## config.mk

```make
export PLATFORM = sky130hd
export DESIGN_NAME = dirty_region_watch
export DESIGN_NICKNAME = d
export VERILOG_FILES = /design/src/rtl/dv_pkg.sv /design/src/rtl/dv_top_reg.sv /design/src/rtl/dv_region_cmp.sv /design/src/rtl/dv_dirty_track.sv /design/src/rtl/dirty_region_watch.sv
export SDC_FILE = /design/constraint.sdc
export NUM_CORES = 1
export LEC_CHECK = 0
export BUFFER_PORTS_ARGS = -buffer_cell sky130_fd_sc_hd__clkbuf_2
export CELL_PAD_IN_SITES_DETAIL_PLACEMENT = 1
export CELL_PAD_IN_SITES_GLOBAL_PLACEMENT = 1
export CORE_MARGIN = 2
export CORE_UTILIZATION = 27
export CTS_BUF_LIST = sky130_fd_sc_hd__clkbuf_16
export DETAILED_ROUTE_END_ITERATION = 7
export PLACE_DENSITY = 0.89
export SLEW_MARGIN = 0
export SYNTH_ARGS = -nofsm -noshare
export SYNTH_HDL_FRONTEND = slang
export SYNTH_SLANG_ARGS = --single-unit
export TNS_END_PERCENT = 30
```

## constraint.sdc

```tcl
create_clock -name clk -period 2.6 [get_ports clk]
set_input_delay 0 -clock clk [delete_from_list [all_inputs] [get_ports clk]]
set_output_delay 0 -clock clk [all_outputs]
set_load 0.05 [all_outputs]
```

## src/rtl/dv_pkg.sv

```systemverilog
package dv_pkg;
  localparam int DV_DATA_W    = 32;
  localparam int DV_ADDR_W    = 24;
  localparam int DV_GRAN_LOG2 = 10;
endpackage

```

## src/rtl/dv_top_reg.sv

```systemverilog
module dv_top_reg #(
  parameter int DATA_W    = dv_pkg::DV_DATA_W,
  parameter int ADDR_W    = dv_pkg::DV_ADDR_W,
  parameter int GRAN_LOG2 = dv_pkg::DV_GRAN_LOG2,
  localparam int TOP_W    = ADDR_W - GRAN_LOG2
) (
  input  logic              clk,
  input  logic              rst,
  input  logic              wr_en,
  input  logic [DATA_W-1:0] wr_data,
  output logic [TOP_W-1:0]  top_q,
  output logic              en_q,
  output logic [DATA_W-1:0] rd_data
);
  always_ff @(posedge clk) begin
    if (rst) begin
      top_q <= '0;
      en_q  <= 1'b0;
    end else if (wr_en) begin
      top_q <= wr_data[ADDR_W-1:GRAN_LOG2];
      en_q  <= wr_data[0];
    end
  end

  always_comb begin
    rd_data                       = '0;
    rd_data[ADDR_W-1:GRAN_LOG2]   = top_q;
    rd_data[0]                    = en_q;
  end

  AST_RSVD_ZERO: assert property (@(posedge clk) disable iff (rst)
    (rd_data[DATA_W-1:ADDR_W] == '0) && (rd_data[GRAN_LOG2-1:1] == '0));
  AST_WRITE_TAKES: assert property (@(posedge clk) disable iff (rst)
    wr_en |=> (en_q == $past(wr_data[0])));
endmodule

```

## src/rtl/dv_region_cmp.sv

```systemverilog
module dv_region_cmp #(
  parameter int ADDR_W    = dv_pkg::DV_ADDR_W,
  parameter int GRAN_LOG2 = dv_pkg::DV_GRAN_LOG2,
  localparam int TOP_W    = ADDR_W - GRAN_LOG2
) (
  input  logic [ADDR_W-1:0] addr,
  input  logic [TOP_W-1:0]  top,
  input  logic              en,
  output logic              counts
);
  logic [TOP_W-1:0] blk;
  logic             below;
  assign blk    = addr[ADDR_W-1:GRAN_LOG2];
  assign below  = (blk < top);
  assign counts = !en || below;
endmodule

```

## src/rtl/dv_dirty_track.sv

```systemverilog
module dv_dirty_track (
  input  logic clk,
  input  logic rst,
  input  logic hit,
  input  logic frame_start,
  output logic dirty_now,
  output logic frame_dirty
);
  always_ff @(posedge clk) begin
    if (rst) begin
      dirty_now   <= 1'b0;
      frame_dirty <= 1'b0;
    end else if (frame_start) begin
      frame_dirty <= dirty_now;
      dirty_now   <= hit;
    end else if (hit) begin
      dirty_now   <= 1'b1;
    end
  end

  AST_HOLD_DIRTY: assert property (@(posedge clk) disable iff (rst)
    (dirty_now && !frame_start) |=> dirty_now);
  AST_CAPTURE: assert property (@(posedge clk) disable iff (rst)
    frame_start |=> (frame_dirty == $past(dirty_now)));
endmodule

```

## src/rtl/dirty_region_watch.sv

```systemverilog
module dirty_region_watch #(
  parameter int DATA_W    = dv_pkg::DV_DATA_W,
  parameter int ADDR_W    = dv_pkg::DV_ADDR_W,
  parameter int GRAN_LOG2 = dv_pkg::DV_GRAN_LOG2,
  localparam int TOP_W    = ADDR_W - GRAN_LOG2
) (
  input  logic              clk,
  input  logic              rst,
  input  logic              cfg_wr_en,
  input  logic [DATA_W-1:0] cfg_wr_data,
  output logic [DATA_W-1:0] cfg_rd_data,
  input  logic              fb_wr_valid,
  input  logic [ADDR_W-1:0] fb_wr_addr,
  input  logic              fdirty_mode,
  input  logic              frame_start,
  output logic              dirty_now,
  output logic              frame_dirty,
  output logic              cfg_error
);
  logic [TOP_W-1:0] top_q;
  logic             en_q;
  logic             counts;
  logic             hit;

  dv_top_reg #(.DATA_W(DATA_W), .ADDR_W(ADDR_W), .GRAN_LOG2(GRAN_LOG2)) u_reg (
    .clk(clk), .rst(rst), .wr_en(cfg_wr_en), .wr_data(cfg_wr_data),
    .top_q(top_q), .en_q(en_q), .rd_data(cfg_rd_data)
  );

  dv_region_cmp #(.ADDR_W(ADDR_W), .GRAN_LOG2(GRAN_LOG2)) u_cmp (
    .addr(fb_wr_addr), .top(top_q), .en(en_q), .counts(counts)
  );

  assign hit = fb_wr_valid && fdirty_mode && counts;

  dv_dirty_track u_trk (
    .clk(clk), .rst(rst), .hit(hit), .frame_start(frame_start),
    .dirty_now(dirty_now), .frame_dirty(frame_dirty)
  );

  always_ff @(posedge clk) begin
    if (rst) cfg_error <= 1'b0;
    else     cfg_error <= en_q && !fdirty_mode;
  end

  AST_MODE_GATE: assert property (@(posedge clk) disable iff (rst)
    (!frame_start && !dirty_now && !fdirty_mode) |=> !dirty_now);
  AST_OUTSIDE_NO_MARK: assert property (@(posedge clk) disable iff (rst)
    (!frame_start && !dirty_now && en_q &&
     (fb_wr_addr[ADDR_W-1:GRAN_LOG2] >= cfg_rd_data[ADDR_W-1:GRAN_LOG2])) |=> !dirty_now);
  AST_START_CLEAR: assert property (@(posedge clk) disable iff (rst)
    (frame_start && !fb_wr_valid) |=> !dirty_now);
  AST_CFG_ERR: assert property (@(posedge clk) disable iff (rst)
    (cfg_rd_data[0] && !fdirty_mode) |=> cfg_error);
endmodule

```

* Yosys cells after proc, flatten, opt, wreduce, memory -nomap -nowiden *
Cells that the tools add are included.

cells by class
  muxes and demuxes = 2
  reduce and logical (&&, ||, !) cells = 7
  $lt $le $gt $ge = 1

operators by type and width
  operator             number
  14-bit < comparator  1
  1-bit logical AND    3
  1-bit zero test      2
  1-bit two-way mux    2
  2-bit nonzero test   1
  1-bit logical OR     1

word-level totals
  register bits = 18
  logic and storage cells = 15
  bits of input ports = 62
  output and inout port bits = 35

* Logic depth before layout (Yosys ltp) *
Gate-level depths: netlist of the first run.

  depth in word-level cells = 5
  gate-level depth with buffers = 6
  mapped depth without buffers = 6

* By module *
A second synthesis of the first run with hierarchy kept.

second synthesis, totals
  cell total of the unflattened synthesis = 137
  area, all modules = 1,236.2 sq um

modules (own cells, without submodules)
  module              seq. area each (sq um)  cells each  area each (sq um)  times used
  dv_top_reg          300.3                   81          785.8              1
  dv_region_cmp       0.0                     46          339.1              1
  dv_dirty_track      40.0                    7           72.6               1
  dirty_region_watch  20.0                    3           38.8               1

* Worst setup path before layout of the first run *
No wires, ideal clock.

  path type = register -> register
  from = register u_reg.top_q[13]
  to = register u_trk.dirty_now
  setup time = 0.079 ns
  clock period less this slack = 1.613 ns
  slack = 0.987 ns
  data arrival time = 1.534 ns
  cell stages (with the launch flop) = 7
  path buffers = 0
  path through = dfxtp_1 -> inv_1 -> ha_1 -> and4_1 -> nand3_1 -> nor2_1 -> a211oi_2

on the way
  cells in the longest elaborated chain, start to end = 4
  elaborated cells on any way between the ends = 5
  classes of those cells = order compare (1); mux (1); reduce/logical (3)

RTL lines
  what                                                            line                      source
  start, declared                                                 dv_top_reg.sv:11          output logic [TOP_W-1:0] top_q,
  start signal, assigned                                          dv_top_reg.sv:20          top_q <= wr_data[ADDR_W-1:GRAN_LOG2];
  14-bit < comparator *                                           dv_region_cmp.sv:14       assign below = (blk < top);
  1-bit logical OR *                                              dv_region_cmp.sv:15       assign counts = !en || below;
  1-bit logical AND *                                             dirty_region_watch.sv:34  assign hit = fb_wr_valid && fdirty_mode && counts;
  1-bit two-way mux / 2-bit nonzero test (equally long branches)  n/a
  end signal, assigned                                            dv_dirty_track.sv:15      dirty_now <= hit;
  end, declared                                                   dv_dirty_track.sv:6       output logic dirty_now,

Mark *: on every way between the ends. The rest lies on a longest branch, timed or not.
A chain may end at the register's enable or synchronous reset.

* Worst setup path after layout of the first run *
  from = register u_reg.top_q[11]
  to = register u_trk.dirty_now

Same word-level chain as after synthesis.

==> run summary, run 1 <==
### Finish
* fraction of final layout cells with drive strength greater than 1: 30.4%
* area grow syn2layout: 35.8%
* number of nets at the end of the flow: 260
* number of diodes: 0
* area of all placed cells without fillers: 1510 um2
* # fillers: 494

### Timing
* transition time at the pin with the least slew margin: 0.559 ns
* Max Clock Freq: 720 MHz
* share of the clock period used by the worst path after layout: 53.5%
* max-slew violation count: 0
* Slew Limit Headroom: 62.8%
* time the worst path needs with I/O delays and setup: 1.39 ns
* worst setup skew after layout: 0.000725 ns
* RSZ-0062 raised after global routing: false
* minimum hold slack: -0.000430 ns
* final total negative setup slack: 0 ns
* worst-case setup margin in the final layout: 1.21 ns
* total count of hold-check failures in the final report: 1
* endpoints failing setup: 0

### CTS
* number of sinks on the clock net: 18
* latest clock arrival within the worst-skew pair: 0.25 ns
* Clock Tree Buf Depth: 2
* CTS H-Tree Depth: 1
* CTS tree: built
* clock-pin slew on the worst setup and hold paths: 0.05 ns
* CTS root buf: clkbuf_16
* number of gates resized after cts: 0
* total clock buffers created by CTS: 3
* buffers inserted by post-CTS timing repair: 0

### Place
* Post-Place Worst Slack: 1.21 ns
* placed cell area: 1330 um2
* Placer Congestion: 0.700
* Final HPWL DP: 2.08 mm
* # port buffers: 52

### Synthesis
* post-synthesis instance total: 124
* post-synth top area cell: dfxtp_1
* post-synthesis register bit count: 18
* leading cell types by total area after synthesis: dfxtp_1, ha_1, mux2i_1
* count of distinct cell types in the synthesized netlist: 20
* most common flop cell mapped by yosys: dfxtp_1
* most used standard cells in the synthesized netlist: buf_4, dfxtp_1, nor2_1, mux2i_1
* portion of the post-synthesis area used by sequential elements: 32.4%
* total number of yosys warnings: 0
* most used standard cell by instance count after synthesis: buf_4
* post-synthesis instance area: 1110 um2
* mean cell area of the mapped netlist: 8.96 um2
* async set or reset register ratio after synthesis: 0%
* proportion of netlist area held by the largest area contributor: 32.4%
* number of flops mapped to enable cells by yosys: 0

### Global route
* largest net degree at the start of global routing: 19
* met2 global-route usage: 22.6%
* most used routing layer: met2
* met1 Resource Use GR: 13.4%
* Total GRT Usage: 12.0%
* GRT Residual Overflow: 0
* wire length of the first global-routing pass: 4.10 mm
* vias in the first global route: 945
* global routing met3 resource utilization: 2.63%
* initial antenna violation count: 0

### Drt
* antenna-violating nets left: 0
* router iterations before antenna repair: 3
* first-iteration detailed-routing DRC count: 11
* post-detailed-route DRC marker count: 0
* Vias/cell: 4.09
* via count: 958
* Wirelength per Cell: 11.5 um
* Post-Route WL: 2.68 mm

### Run status
* result of the run: complete, but fails checks
* violations in the final reports: hold timing

### Setup path
* worst r2r path cells: 6
* largest fanout on the critical path: 3
* critical path start-end classification: flop to flop
* data required time of the critical path: 2.77 ns
* startpoint type of the worst setup path: flop
* CP endpoint kind: flop
* arrival time reported for the critical path endpoint: 1.56 ns

### Pwr
* Worst VDD drop: 0.219 mV
* power density relative to cell area: 567 nW/um2
* Static Leak: 0.000790 uW

### Worst hold path
* min-delay worst type: input port to flop
* depth of the worst hold-timing path: 3

### Floorplanning
* floorplan die area: 4640 um2
* initial core utilization: 28.0%
* total I/O pin count: 97
* site row count: 23
* core region area: 3970 um2
* floorplan die width: 68.2 um
* Chip Height: 68.2 um

### Job
* Maximum Capacitance Violations: 0

[sequential cells by signal, indices dropped and copies added, names as in the netlist]
name / count
u_reg.top_q: 14
u_trk.dirty_now: 1
u_trk.frame_dirty: 1
u_reg.en_q: 1
cfg_error: 1
[per-stage QoR]
step / hold slack [ns] / util, % / power (uW) / cells
global route: 0.0126 / 38.0 / 911 / 234
CTS: 0.000989 / 38.0 / 872 / 234
global placement: 0.182 / 33.5 / 537 / 220
finish: -0.000430 / 38.0 / 855 / 234
floorplan: 0.0758 / - / 507 / 140
detailed placement: 0.185 / 33.5 / 543 / 220
[worst paths after layout]
check | slack (ns) | end | from
max reg2reg | 1.21 | u_trk.dirty_now | u_reg.top_q[11]
max | 1.21 | u_trk.dirty_now | u_reg.top_q[11]
min reg2reg | 0.50 | u_trk.frame_dirty | u_trk.frame_dirty
min | -0.0004 | u_reg.top_q[9] | cfg_wr_data[19]
[area by class of cell]
type	count	area, um2	share of cell area (%)
multi-input combinational	87	598	39.6
tap	50	62.6	4.15
clock inverter	1	3.75	0.249
sequential	18	360	23.9
timing repair buffer	62	360	23.9
inverter	13	48.8	3.23
clock buffer	3	75.1	4.98
[per-layer routing]
layer / vias to the layer above / wire length, um
li1: 498 / -
met2: 40 / 1360
met1: 418 / 1130
met4: 0 / 12
met3: 2 / 179
met5: - / 0
[cell usage in the layout, fill, tap and decap left out]
master,instances
o211ai_1,1
clkinv_1,1
inv_1,13
nor2_1,17
a21o_1,2
clkbuf_2,52
nand2_1,2
o221ai_1,1
nand3_1,4
ha_1,13
a211oi_2,1
and4_1,1
nor3b_1,1
a21oi_1,7
dfxtp_1,18
mux2i_1,16
clkbuf_16,3
nand2b_1,2
conb_1,17
dlygate4sd3_1,10
nand4_1,2
[power by group]
group	total, uW	internal (uW)	leakage (uW)	switching [uW]
sequential	304	292	0.000148	11.8
clock	309	204	0.0000385	105
combinational	243	75.1	0.000603	168
[timing repair]
action | in CTS | in global routing
hold buffers | 10 | 0
hold endpoints to repair | 10 | 0
endpoints found under the setup margin | 0 | 0
[logic make-up (layout without fill, tap and decap cells)]
logic type | count (synthesis) | in the layout | synth area share (%)
buffers and inverters | 35 | 79 | 19.1
AO/OA/AOI/OAI | 12 | 12 | 7.09
flip-flops | 18 | 18 | 32.4
AND/OR/NAND/NOR | 29 | 29 | 11.9
multiplexers | 16 | 16 | 14.4
adder cells (fa/ha/maj) | 13 | 13 | 14.6
other | 1 | 17 | 0.338
[critical path, stage by stage (launching register included)]
cell and delay (ns):
dfxtp_1 0.36, inv_1 0.06, ha_1 0.30, a21o_1 0.16, a21oi_1 0.15, o211ai_1 0.14
a211oi_2 0.15
Power figures use the tool's default switching activity.
==> inputs of run 2 (changes only) <==
CORE_UTILIZATION = 25   (was 27)
PLACE_DENSITY = 0.84   (was 0.89)
clock period = 1.3 ns   (was 2.6 ns; I/O delays follow)
==> run summary, run 2 (same netlist as run 1, synthesis figures left out) <==
### Run status
* result of the run: complete, no violations

### Setup path
* arrival time reported for the critical path endpoint: 1.40 ns
* data required time of the critical path: 1.44 ns
* critical path start-end classification: flop to flop
* Worst R2R Setup Slack: 0.03 ns
* startpoint type of the worst setup path: flop
* Reg2Reg Capture Point: u_trk.dirty_now
* worst r2r path cells: 6
* CP endpoint kind: flop
* Crit Reg-Reg Startpoint: u_reg.top_q[11]
* largest fanout on the critical path: 2

### Pwr
* Static Leak: 0.000839 uW
* share of total power in sequential cells: 33.2%
* share of total power consumed by net switching: 34.5%
* Worst VDD drop: 0.455 mV
* power density relative to cell area: 1040 nW/um2
* clock network fraction of design power: 35.1%
* switching component of the power: 623 uW
* Comb pwr share: 31.7%
* cell-internal power: 1180 uW

### Drt
* antenna-violating nets left: 0
* via count: 1041
* first-iteration detailed-routing DRC count: 21
* Wirelength per Cell: 12.6 um
* Vias/cell: 4.28
* Post-Route WL: 3.06 mm
* post-detailed-route DRC marker count: 0
* router iterations before antenna repair: 4

### Finish
* leading cell types in the layout, fill and taps excluded: clkbuf_2, conb_1, mux2i_1, nor2_1, dlygate4sd3_1
* footprint of the multi-input gates: 727 um2
* number of diodes: 0
* register name with the most flops: u_reg.top_q
* area of all placed cells without fillers: 1740 um2
* area grow syn2layout: 56.5%
* # fillers: 506
* number of nets at the end of the flow: 267
* leading cell type in the layout, fill and taps excluded: clkbuf_2
* Largest register FFs: 14
* fraction of final layout cells with drive strength greater than 1: 49.2%
* fin util: 40.2%
* Sequential cell area: 402 um2

### Timing
* Slew Limit Headroom: 62.9%
* endpoints failing setup: 0
* minimum hold slack: 0.00481 ns
* time the worst path needs with I/O delays and setup: 1.27 ns
* Max Clock Freq: 790 MHz
* final total negative setup slack: 0 ns
* transition time at the pin with the least slew margin: 0.557 ns
* total count of hold-check failures in the final report: 0
* share of the clock period used by the worst path after layout: 97.3%
* max-slew violation count: 0
* RSZ-0062 raised after global routing: true
* worst setup skew after layout: 0.00627 ns

### Floorplanning
* Chip Height: 70.7 um
* total I/O pin count: 97
* initial core utilization: 25.7%
* floorplan die width: 70.7 um
* core region area: 4320 um2
* site row count: 24
* floorplan die area: 4990 um2

### CTS
* CTS H-Tree Depth: 1
* CTS tree: built
* CTS root buf: clkbuf_16
* Clock Tree Buf Depth: 2
* total clock buffers created by CTS: 3
* latest clock arrival within the worst-skew pair: 0.25 ns
* clock-pin slew on the worst setup and hold paths: 0.06 ns
* number of sinks on the clock net: 18

### Global route
* global routing met3 resource utilization: 2.56%
* met1 Resource Use GR: 13.5%
* Total GRT Usage: 12.2%
* GRT Residual Overflow: 0
* vias in the first global route: 1057
* largest net degree at the start of global routing: 16
* met2 global-route usage: 23.1%
* most used routing layer: met2
* wire length of the first global-routing pass: 4.75 mm
* initial antenna violation count: 0

### Job
* Maximum Capacitance Violations: 0

### Worst hold path
* hold path startpoint: cfg_wr_data[11]
* depth of the worst hold-timing path: 3
* min-delay worst type: input port to flop
* Hold Path End: u_reg.top_q[1]

### Place
* # port buffers: 52
* Placer Congestion: 0.691
* placed cell area: 1420 um2
* Final HPWL DP: 2.18 mm

==> run 2: changes by cell type in the layout (fill, tap and decap cells not counted), sizes merged <==
cell	delta
buf	+5
dlygate4sd3	+2
==> run 2: cell type report <==
| cell class | instances | area share [%] |
|---|---|---|
| Tap cell | 52 | 3.74 |
| Clock buffer | 3 | 4.32 |
| Inverter | 13 | 2.81 |
| Sequential cell | 18 | 23.1 |
| Clock inverter | 1 | 0.216 |
| Timing Repair Buffer | 69 | 24.0 |
| Multi-Input combinational cell | 87 | 41.8 |
==> run 2: worst max path at each step <==
stage	start	to	slack, ns	depth (start not counted)
after floorplan	u_reg.top_q[13]	u_trk.dirty_now	-0.02	6
after global placement	u_reg.top_q[1]	u_trk.dirty_now	-0.06	5
after detailed placement	u_reg.top_q[1]	u_trk.dirty_now	-0.06	5
after CTS	u_reg.top_q[1]	u_trk.dirty_now	0.001	5
after global routing	u_reg.top_q[3]	u_trk.dirty_now	-0.04	5
final	u_reg.top_q[11]	u_trk.dirty_now	0.03	6
==> run 2: power groups by stage <==
stage	Sequential [uW]	Clock (uW)	Combinational (uW)
2_1_floorplan	714	0	301
3_3_place_gp	612	0	473
3_5_place_dp	613	0	482
4_1_cts	600	666	552
5_1_grt	606	684	618
6_report	600	635	573
==> run 2: metal layers <==
layer / vias up / part of all wire (%) / routed length, um
met4: 0 / 1.2 / 37
met2: 41 / 54 / 1650
li1: 511 / - / -
met3: 4 / 7.1 / 216
met1: 485 / 38 / 1160
met5: - / 0 / 0
==> run 2: critical path, cell delays in order (launching register included) <==
cell	delay [ns]
dfxtp_4	0.35
inv_2	0.04
ha_4	0.26
and4_1	0.21
nand3_2	0.11
a21oi_2	0.14
a211oi_2	0.06
==> run 2: repair_timing <==
item,CTS,global route
setup buffers,2,0
endpoints found under the hold margin,12,0
gates resized for setup,10,4
endpoints found under the setup margin,1,1
pin swaps,7,10
hold buffers,12,0
gates cloned,0,0
==> run 2: through the flow <==
| stage | cells | total power (uW) | setup slack (ns) |
|---|---|---|---|
| after global routing | 243 | 1910 | -0.0390 |
| after floorplan | 140 | 1010 | -0.0221 |
| after global placement | 225 | 1090 | -0.0636 |
| after CTS | 243 | 1820 | 0.00148 |
| after detailed placement | 225 | 1100 | -0.0556 |
| final | 243 | 1810 | 0.0345 |
